[config.mk]
export PLATFORM = sky130hd
export DESIGN_NAME = pwm_fine_edge_gen
export DESIGN_NICKNAME = d
export VERILOG_FILES = /design/src/rtl/pwm_fe_pkg.sv /design/src/rtl/pwm_tb_counter.sv /design/src/rtl/pwm_shadow_pair.sv /design/src/rtl/pwm_edge_ctl.sv /design/src/rtl/pwm_fine_tag.sv /design/src/rtl/pwm_fine_edge_gen.sv
export SDC_FILE = /design/constraint.sdc
export NUM_CORES = 1
export LEC_CHECK = 0
export BUFFER_PORTS_ARGS = -buffer_cell sky130_fd_sc_hd__buf_2
export CORE_ASPECT_RATIO = 0.75
export CORE_MARGIN = 4
export CORE_UTILIZATION = 23
export DETAILED_ROUTE_END_ITERATION = 10
export PLACE_DENSITY_LB_ADDON = 0.08
export SETUP_SLACK_MARGIN = 0.4
export SYNTH_ARGS = -nofsm -noshare
export SYNTH_HDL_FRONTEND = slang
export SYNTH_SLANG_ARGS = --single-unit
[constraint.sdc]
create_clock -name clk -period 2.55 [get_ports clk]
set_input_delay 0.51 -clock clk [delete_from_list [all_inputs] [get_ports clk]]
set_output_delay 0.51 -clock clk [all_outputs]
set_load 0.01 [all_outputs]
[src/rtl/pwm_fe_pkg.sv]
package pwm_fe_pkg;

  // Width of the fine-extension register as software sees it; the fine
  // code occupies its upper byte.
  localparam int unsigned HR_REG_W = 16;

  // Number of compare-driven outputs in the channel.
  localparam int unsigned NUM_CH = 2;

  // Output index; A is the one with the fine-tagged falling edge.
  typedef enum int unsigned {
    CH_A = 0,
    CH_B = 1
  } pwm_ch_e;

endpackage

[src/rtl/pwm_tb_counter.sv]
// Up-counting time base with an unshadowed terminal register.
module pwm_tb_counter #(
  parameter int unsigned CNT_W   = 16,
  parameter int unsigned PRD_RST = 29
) (
  input  logic             clk,
  input  logic             rst,
  input  logic             en,
  input  logic             prd_wr,
  input  logic [CNT_W-1:0] prd_wdata,
  output logic [CNT_W-1:0] ctr_o,
  output logic [CNT_W-1:0] prd_o,
  output logic             at_zero_o
);

  logic [CNT_W-1:0] ctr_q;
  logic [CNT_W-1:0] prd_q;
  logic             wrap;

  // >= rather than == so a terminal lowered below the count still wraps.
  assign wrap = (ctr_q >= prd_q);

  always_ff @(posedge clk) begin
    if (rst) begin
      ctr_q <= '0;
      prd_q <= CNT_W'(PRD_RST);
    end else begin
      if (prd_wr) begin
        prd_q <= prd_wdata;
      end
      if (en) begin
        ctr_q <= wrap ? '0 : ctr_q + 1'b1;
      end
    end
  end

  assign ctr_o     = ctr_q;
  assign prd_o     = prd_q;
  assign at_zero_o = (ctr_q == '0);

endmodule

[src/rtl/pwm_shadow_pair.sv]
// Shadow register plus active copy, transferred on a load strobe.
module pwm_shadow_pair #(
  parameter int unsigned W       = 16,
  parameter int unsigned RST_VAL = 0
) (
  input  logic         clk,
  input  logic         rst,
  input  logic         wr,
  input  logic [W-1:0] wdata,
  input  logic         load,
  output logic [W-1:0] shadow_o,
  output logic [W-1:0] active_o
);

  logic [W-1:0] shadow_q;
  logic [W-1:0] active_q;

  always_ff @(posedge clk) begin
    if (rst) begin
      shadow_q <= W'(RST_VAL);
      active_q <= W'(RST_VAL);
    end else begin
      if (wr) begin
        shadow_q <= wdata;
      end
      // Load takes the shadow as it stood before any same-cycle write.
      if (load) begin
        active_q <= shadow_q;
      end
    end
  end

  assign shadow_o = shadow_q;
  assign active_o = active_q;

endmodule

[src/rtl/pwm_edge_ctl.sv]
// Set-at-zero / clear-at-match action for one output, registered.
module pwm_edge_ctl #(
  parameter int unsigned CNT_W = 16
) (
  input  logic             clk,
  input  logic             rst,
  input  logic             en,
  input  logic             at_zero,
  input  logic [CNT_W-1:0] ctr,
  input  logic [CNT_W-1:0] cmp_eff,
  output logic             pwm_o
);

  logic pwm_q;
  logic pwm_d;

  always_comb begin
    if (at_zero) begin
      // Compare 0 means the clear wins over the set at the same count.
      pwm_d = (cmp_eff != '0);
    end else if (ctr == cmp_eff) begin
      pwm_d = 1'b0;
    end else begin
      pwm_d = pwm_q;
    end
  end

  always_ff @(posedge clk) begin
    if (rst) begin
      pwm_q <= 1'b0;
    end else if (en) begin
      pwm_q <= pwm_d;
    end
  end

  assign pwm_o = pwm_q;

endmodule

[src/rtl/pwm_fine_tag.sv]
// Marks each high-to-low transition of output A with a one-cycle pulse.
module pwm_fine_tag #(
  parameter int unsigned CNT_W = 16
) (
  input  logic             clk,
  input  logic             rst,
  input  logic             en,
  input  logic             at_zero,
  input  logic [CNT_W-1:0] ctr,
  input  logic [CNT_W-1:0] cmp_eff,
  input  logic             level,
  output logic             valid_o
);

  logic clear_hit;
  logic valid_q;

  // A clear action reached while the output is high is a falling edge.
  assign clear_hit = at_zero ? (cmp_eff == '0) : (ctr == cmp_eff);

  always_ff @(posedge clk) begin
    if (rst) begin
      valid_q <= 1'b0;
    end else begin
      valid_q <= en && level && clear_hit;
    end
  end

  assign valid_o = valid_q;

endmodule

[src/rtl/pwm_fine_edge_gen.sv]
// Single PWM channel: shadowed compares, immediate terminal, fine code on A.
module pwm_fine_edge_gen
  import pwm_fe_pkg::*;
#(
  parameter int unsigned CNT_W       = 16,
  parameter int unsigned FINE_W      = 8,
  parameter int unsigned INIT_PERIOD = 30
) (
  input  logic              clk,
  input  logic              rst,
  input  logic              en,
  input  logic              prd_wr,
  input  logic [CNT_W-1:0]  prd_wdata,
  input  logic              cmpa_wr,
  input  logic [CNT_W-1:0]  cmpa_wdata,
  input  logic              cmpb_wr,
  input  logic [CNT_W-1:0]  cmpb_wdata,
  input  logic              fine_wr,
  input  logic [FINE_W-1:0] fine_wdata,
  output logic              pwm_a,
  output logic              pwm_b,
  output logic [FINE_W-1:0] fine_code,
  output logic              fine_valid
);

  localparam int unsigned PRD_RST  = INIT_PERIOD - 1;
  localparam int unsigned CMP_RST  = INIT_PERIOD / 2;
  localparam int unsigned FINE_RST = 1;

  logic [CNT_W-1:0] ctr_q;
  logic [CNT_W-1:0] prd_q;
  logic             at_zero;
  logic             xfer;

  logic [NUM_CH-1:0] cmp_wr_v;
  logic [CNT_W-1:0]  cmp_wd  [NUM_CH];
  logic [CNT_W-1:0]  cmp_sh  [NUM_CH];
  logic [CNT_W-1:0]  cmp_act [NUM_CH];
  logic [CNT_W-1:0]  cmp_eff [NUM_CH];
  logic [NUM_CH-1:0] pwm_v;

  logic [FINE_W-1:0] fine_sh;
  logic [FINE_W-1:0] fine_act;

  pwm_tb_counter #(
    .CNT_W   (CNT_W),
    .PRD_RST (PRD_RST)
  ) u_tbase (
    .clk       (clk),
    .rst       (rst),
    .en        (en),
    .prd_wr    (prd_wr),
    .prd_wdata (prd_wdata),
    .ctr_o     (ctr_q),
    .prd_o     (prd_q),
    .at_zero_o (at_zero)
  );

  // Shadow-to-active transfer happens only on an enabled zero count.
  assign xfer = en && at_zero;

  assign cmp_wr_v[CH_A] = cmpa_wr;
  assign cmp_wr_v[CH_B] = cmpb_wr;
  assign cmp_wd[CH_A]   = cmpa_wdata;
  assign cmp_wd[CH_B]   = cmpb_wdata;

  for (genvar g = 0; g < NUM_CH; g++) begin : g_ch
    pwm_shadow_pair #(
      .W       (CNT_W),
      .RST_VAL (CMP_RST)
    ) u_cmp (
      .clk      (clk),
      .rst      (rst),
      .wr       (cmp_wr_v[g]),
      .wdata    (cmp_wd[g]),
      .load     (xfer),
      .shadow_o (cmp_sh[g]),
      .active_o (cmp_act[g])
    );

    // At zero the value being loaded is the one that governs this period.
    assign cmp_eff[g] = at_zero ? cmp_sh[g] : cmp_act[g];

    pwm_edge_ctl #(
      .CNT_W (CNT_W)
    ) u_edge (
      .clk     (clk),
      .rst     (rst),
      .en      (en),
      .at_zero (at_zero),
      .ctr     (ctr_q),
      .cmp_eff (cmp_eff[g]),
      .pwm_o   (pwm_v[g])
    );
  end

  pwm_shadow_pair #(
    .W       (FINE_W),
    .RST_VAL (FINE_RST)
  ) u_fine (
    .clk      (clk),
    .rst      (rst),
    .wr       (fine_wr),
    .wdata    (fine_wdata),
    .load     (xfer),
    .shadow_o (fine_sh),
    .active_o (fine_act)
  );

  pwm_fine_tag #(
    .CNT_W (CNT_W)
  ) u_tag (
    .clk     (clk),
    .rst     (rst),
    .en      (en),
    .at_zero (at_zero),
    .ctr     (ctr_q),
    .cmp_eff (cmp_eff[CH_A]),
    .level   (pwm_v[CH_A]),
    .valid_o (fine_valid)
  );

  assign pwm_a     = pwm_v[CH_A];
  assign pwm_b     = pwm_v[CH_B];
  assign fine_code = fine_act;

endmodule

==> summary.txt <==
number of global-route vias before repair: 4787
worst skew pair latency: 0.42 ns
ys async rst share: 0%
Max-slew headroom: 65.71%
Port Buf Inserts: 73
wire length per cell: 17.06 um
Syn-to-layout area delta: 29.17%
Critical Path Start Type: flip-flop
Root Buffer: clkbuf_16
Main synth FF type: dfxtp_1
setup_tns: 0 ns
final net count: 803
clock slew at reported path FFs: 0.05 ns
Die Width: 186.3 um
Worst Setup End Kind: flip-flop
leakage power total: 3.071 nW
EDFF count, synth: 0
share of layout cells above drive strength 1: 22.62%
FMAX: 435.8 MHz
Placed Cells incl. Taps: 997
Hold Vio Cnt, Final: 0
Syn Inst Count: 637
PD cells: 721.2 nW/um2
fin crit share: 89.98%
slew of the pin with the lowest slew margin: 0.5144 ns
H-Tree Level Count: 4
type of the worst setup path: flip-flop to flip-flop
area of the mapped netlist: 5482 um2
via count: 4688
Sink Count: 115
first-pass GRT wire length: 27750 um
Net Sw Frac: 24.91%
die area: 26390 um2
Internal Power: 3.834 mW
FF+latch count, synth: 115
final clock skew: 0.01110 ns
Vias/cell: 4.534
Synth warnings: 0
global-route usage over all layers: 13.72%
Avg Inst Size Synth: 8.605 um2
setup violators final: 0
Hold Path Class: input port to flip-flop
HPWL after DPL: 13090 um
sequential power share: 38.9%
Die Height: 141.7 um
Data arrival, critical path: 2.60 ns
DRT antenna net count: 0
wirelength, routed: 17640 um
Clk pwr share: 48.6%
Max Root-Sink Buffers: 2
peak supply drop: 0.4470 mV
final slew viol count: 0
sequential area share after synthesis: 42.00%
CP Data Required Time: 2.86 ns
CP Max Fanout: 10
number of CTS-inserted buffers: 17
DR pass1 iterations: 4
fin crit period: 2.295 ns
CTS tree: built
Final GP Congestion: 0.8751
Synth cell types: 46
fin cells: 1034
P_sw: 1.272 mW
antenna violations before repair: 0
status: completed
Post-Syn Nets: 718
Max Cap Viol: 0
DRC violations left: 0
combinational cell fraction of total power: 12.5%
total gr overflow: 0
num rows: 48
largest net degree at the start of global routing: 36
diode count: 0
Core ar.: 23240 um2
Boundary Pins: 74
RSZ-0062 raised after global routing: yes
drt first-iter violations: 225
Initial Util: 23.58%
-- final timing paths --
kind,depth (start not counted),end,slack (ns),from
worst max register to register,10,g_ch[0].u_edge.pwm_o,0.26,u_tbase.ctr_o[0]
worst min-delay path,3,g_ch[0].u_cmp.shadow_o[1],0.31,cmpa_wdata[1]
worst max-delay path,10,g_ch[0].u_edge.pwm_o,0.26,u_tbase.ctr_o[0]
worst min register to register,2,u_fine.active_o[5],0.46,u_fine.shadow_o[5]
-- worst max-delay path, stage by stage (launching register included) --
cell and delay, ns:
dfxtp_2 0.32, inv_2 0.07, ha_1 0.15, nor4b_4 0.20, nand4_1 0.20, buf_12 0.21
mux2i_1 0.19, xnor2_1 0.08, nor4_1 0.36, a31oi_1 0.17, a32o_2 0.24
-- layer usage --
layer	GRT usage (%)	share of wire, %	vias to the layer above
met5	0	0	-
met3	3.537	4.7	12
met2	20.29	43	110
met4	3.871	0.87	0
li1	-	-	2338
met1	19.68	51	2228
-- power by group through the flow --
stage	logic [mW]	clock network, mW	registers [mW]
finish	0.638	2.48	1.99
global route	0.708	2.64	2.00
global placement	0.581	0	2.02
detailed placement	0.587	0	2.02
floorplan	0.399	0	1.99
CTS	0.589	2.56	1.99
-- state kept, by name, indices dropped and copies added, names as in the netlist --
signal and flops:
g_ch.u_cmp.active_o 32, g_ch.u_cmp.shadow_o 32, g_ch.u_edge.pwm_o 2, u_fine.active_o 8, u_fine.shadow_o 8, u_tag.valid_o 1
u_tbase.ctr_o 16, u_tbase.prd_o 16
-- cells by family after synthesis --
| logic type | share of synthesized area (%) |
|---|---|
| and+or+nand+nor | 20.41 |
| xor gates and xnor gates | 6.072 |
| adders and majority gates | 4.109 |
| AOI/OAI and AO/OA | 9.450 |
| DFF | 42.00 |
| muxes | 12.05 |
| buffers and inverters | 5.912 |
-- area by class of cell --
class / count / area [um2]
clock buffers: 20 / 446.7
clock inverters: 11 / 160.2
fillers: 2439 / 16160
inverters: 32 / 120.1
multi-input cells: 446 / 2978
flip-flops and latches: 115 / 2303
well taps: 300 / 375.4
repair buffers: 110 / 696.9
-- timing repair --
action | CTS | global route
hold endpoints to repair | 0 | 0
endpoints found under the setup margin | 3 | 40
pin swaps | 1 | 9
setup buffers | 0 | 4
gates resized for setup | 1 | 29
cloned | 0 | 2
hold buffers | 0 | 0
-- synth_stat cells, types with 2 or more instances --
| cell | count | area share (%) |
|---|---|---|
| dfxtp_1 | 115 | 42 |
| nand2_1 | 111 | 7.6 |
| nor2_1 | 67 | 4.6 |
| mux2i_1 | 66 | 12 |
| a21oi_1 | 39 | 3.6 |
| inv_1 | 32 | 2.2 |
| clkbuf_1 | 26 | 1.8 |
| xnor2_1 | 19 | 3.0 |
| xor2_1 | 19 | 3.0 |
| ha_1 | 18 | 4.1 |
| nor4_1 | 13 | 1.5 |
| nand3_1 | 12 | 1.1 |
| o22ai_1 | 9 | 1.0 |
| nor3_1 | 8 | 0.73 |
| buf_2 | 7 | 0.64 |
| buf_1 | 6 | 0.41 |
| nand2b_1 | 6 | 0.68 |
| nand4_1 | 6 | 0.68 |
| o211ai_1 | 6 | 0.82 |
| a21o_1 | 5 | 0.68 |
| nor2b_1 | 5 | 0.57 |
| and4_1 | 4 | 0.64 |
| o2111ai_1 | 4 | 0.64 |
| a31oi_1 | 3 | 0.34 |
| buf_6 | 3 | 0.62 |
| o21ai_0 | 3 | 0.27 |
| a221oi_1 | 2 | 0.32 |
| and3_1 | 2 | 0.23 |
| buf_4 | 2 | 0.27 |
| nor3b_1 | 2 | 0.27 |
| nor4_4 | 2 | 0.78 |
-- stage by stage --
step	setup slack (ns)	power, mW	hold WS, ns	instance area [um2]	utilization [%]
2_1_floorplan	0.4240	2.389	0.4312	5520	-
3_3_place_gp	0.3412	2.606	0.4420	6294	27.08
3_5_place_dp	0.3028	2.609	0.4474	6294	27.08
4_1_cts	0.2775	5.130	0.2886	6907	29.72
5_1_grt	0.1882	5.347	0.2928	7081	30.46
6_report	0.2554	5.107	0.3072	7081	30.46
-- placed cells by master (no fill, tap or decap), types with 11 or more instances in the layout --
cell,count
nand2_1,111
ha_1,17
a21oi_1,38
nor4_1,11
nand3_1,12
dfxtp_1,114
xnor2_1,19
clkbuf_16,18
nor2_1,59
buf_4,31
mux2i_1,64
inv_1,31
buf_2,73
xor2_1,19
Power figures use the tool's default switching activity.
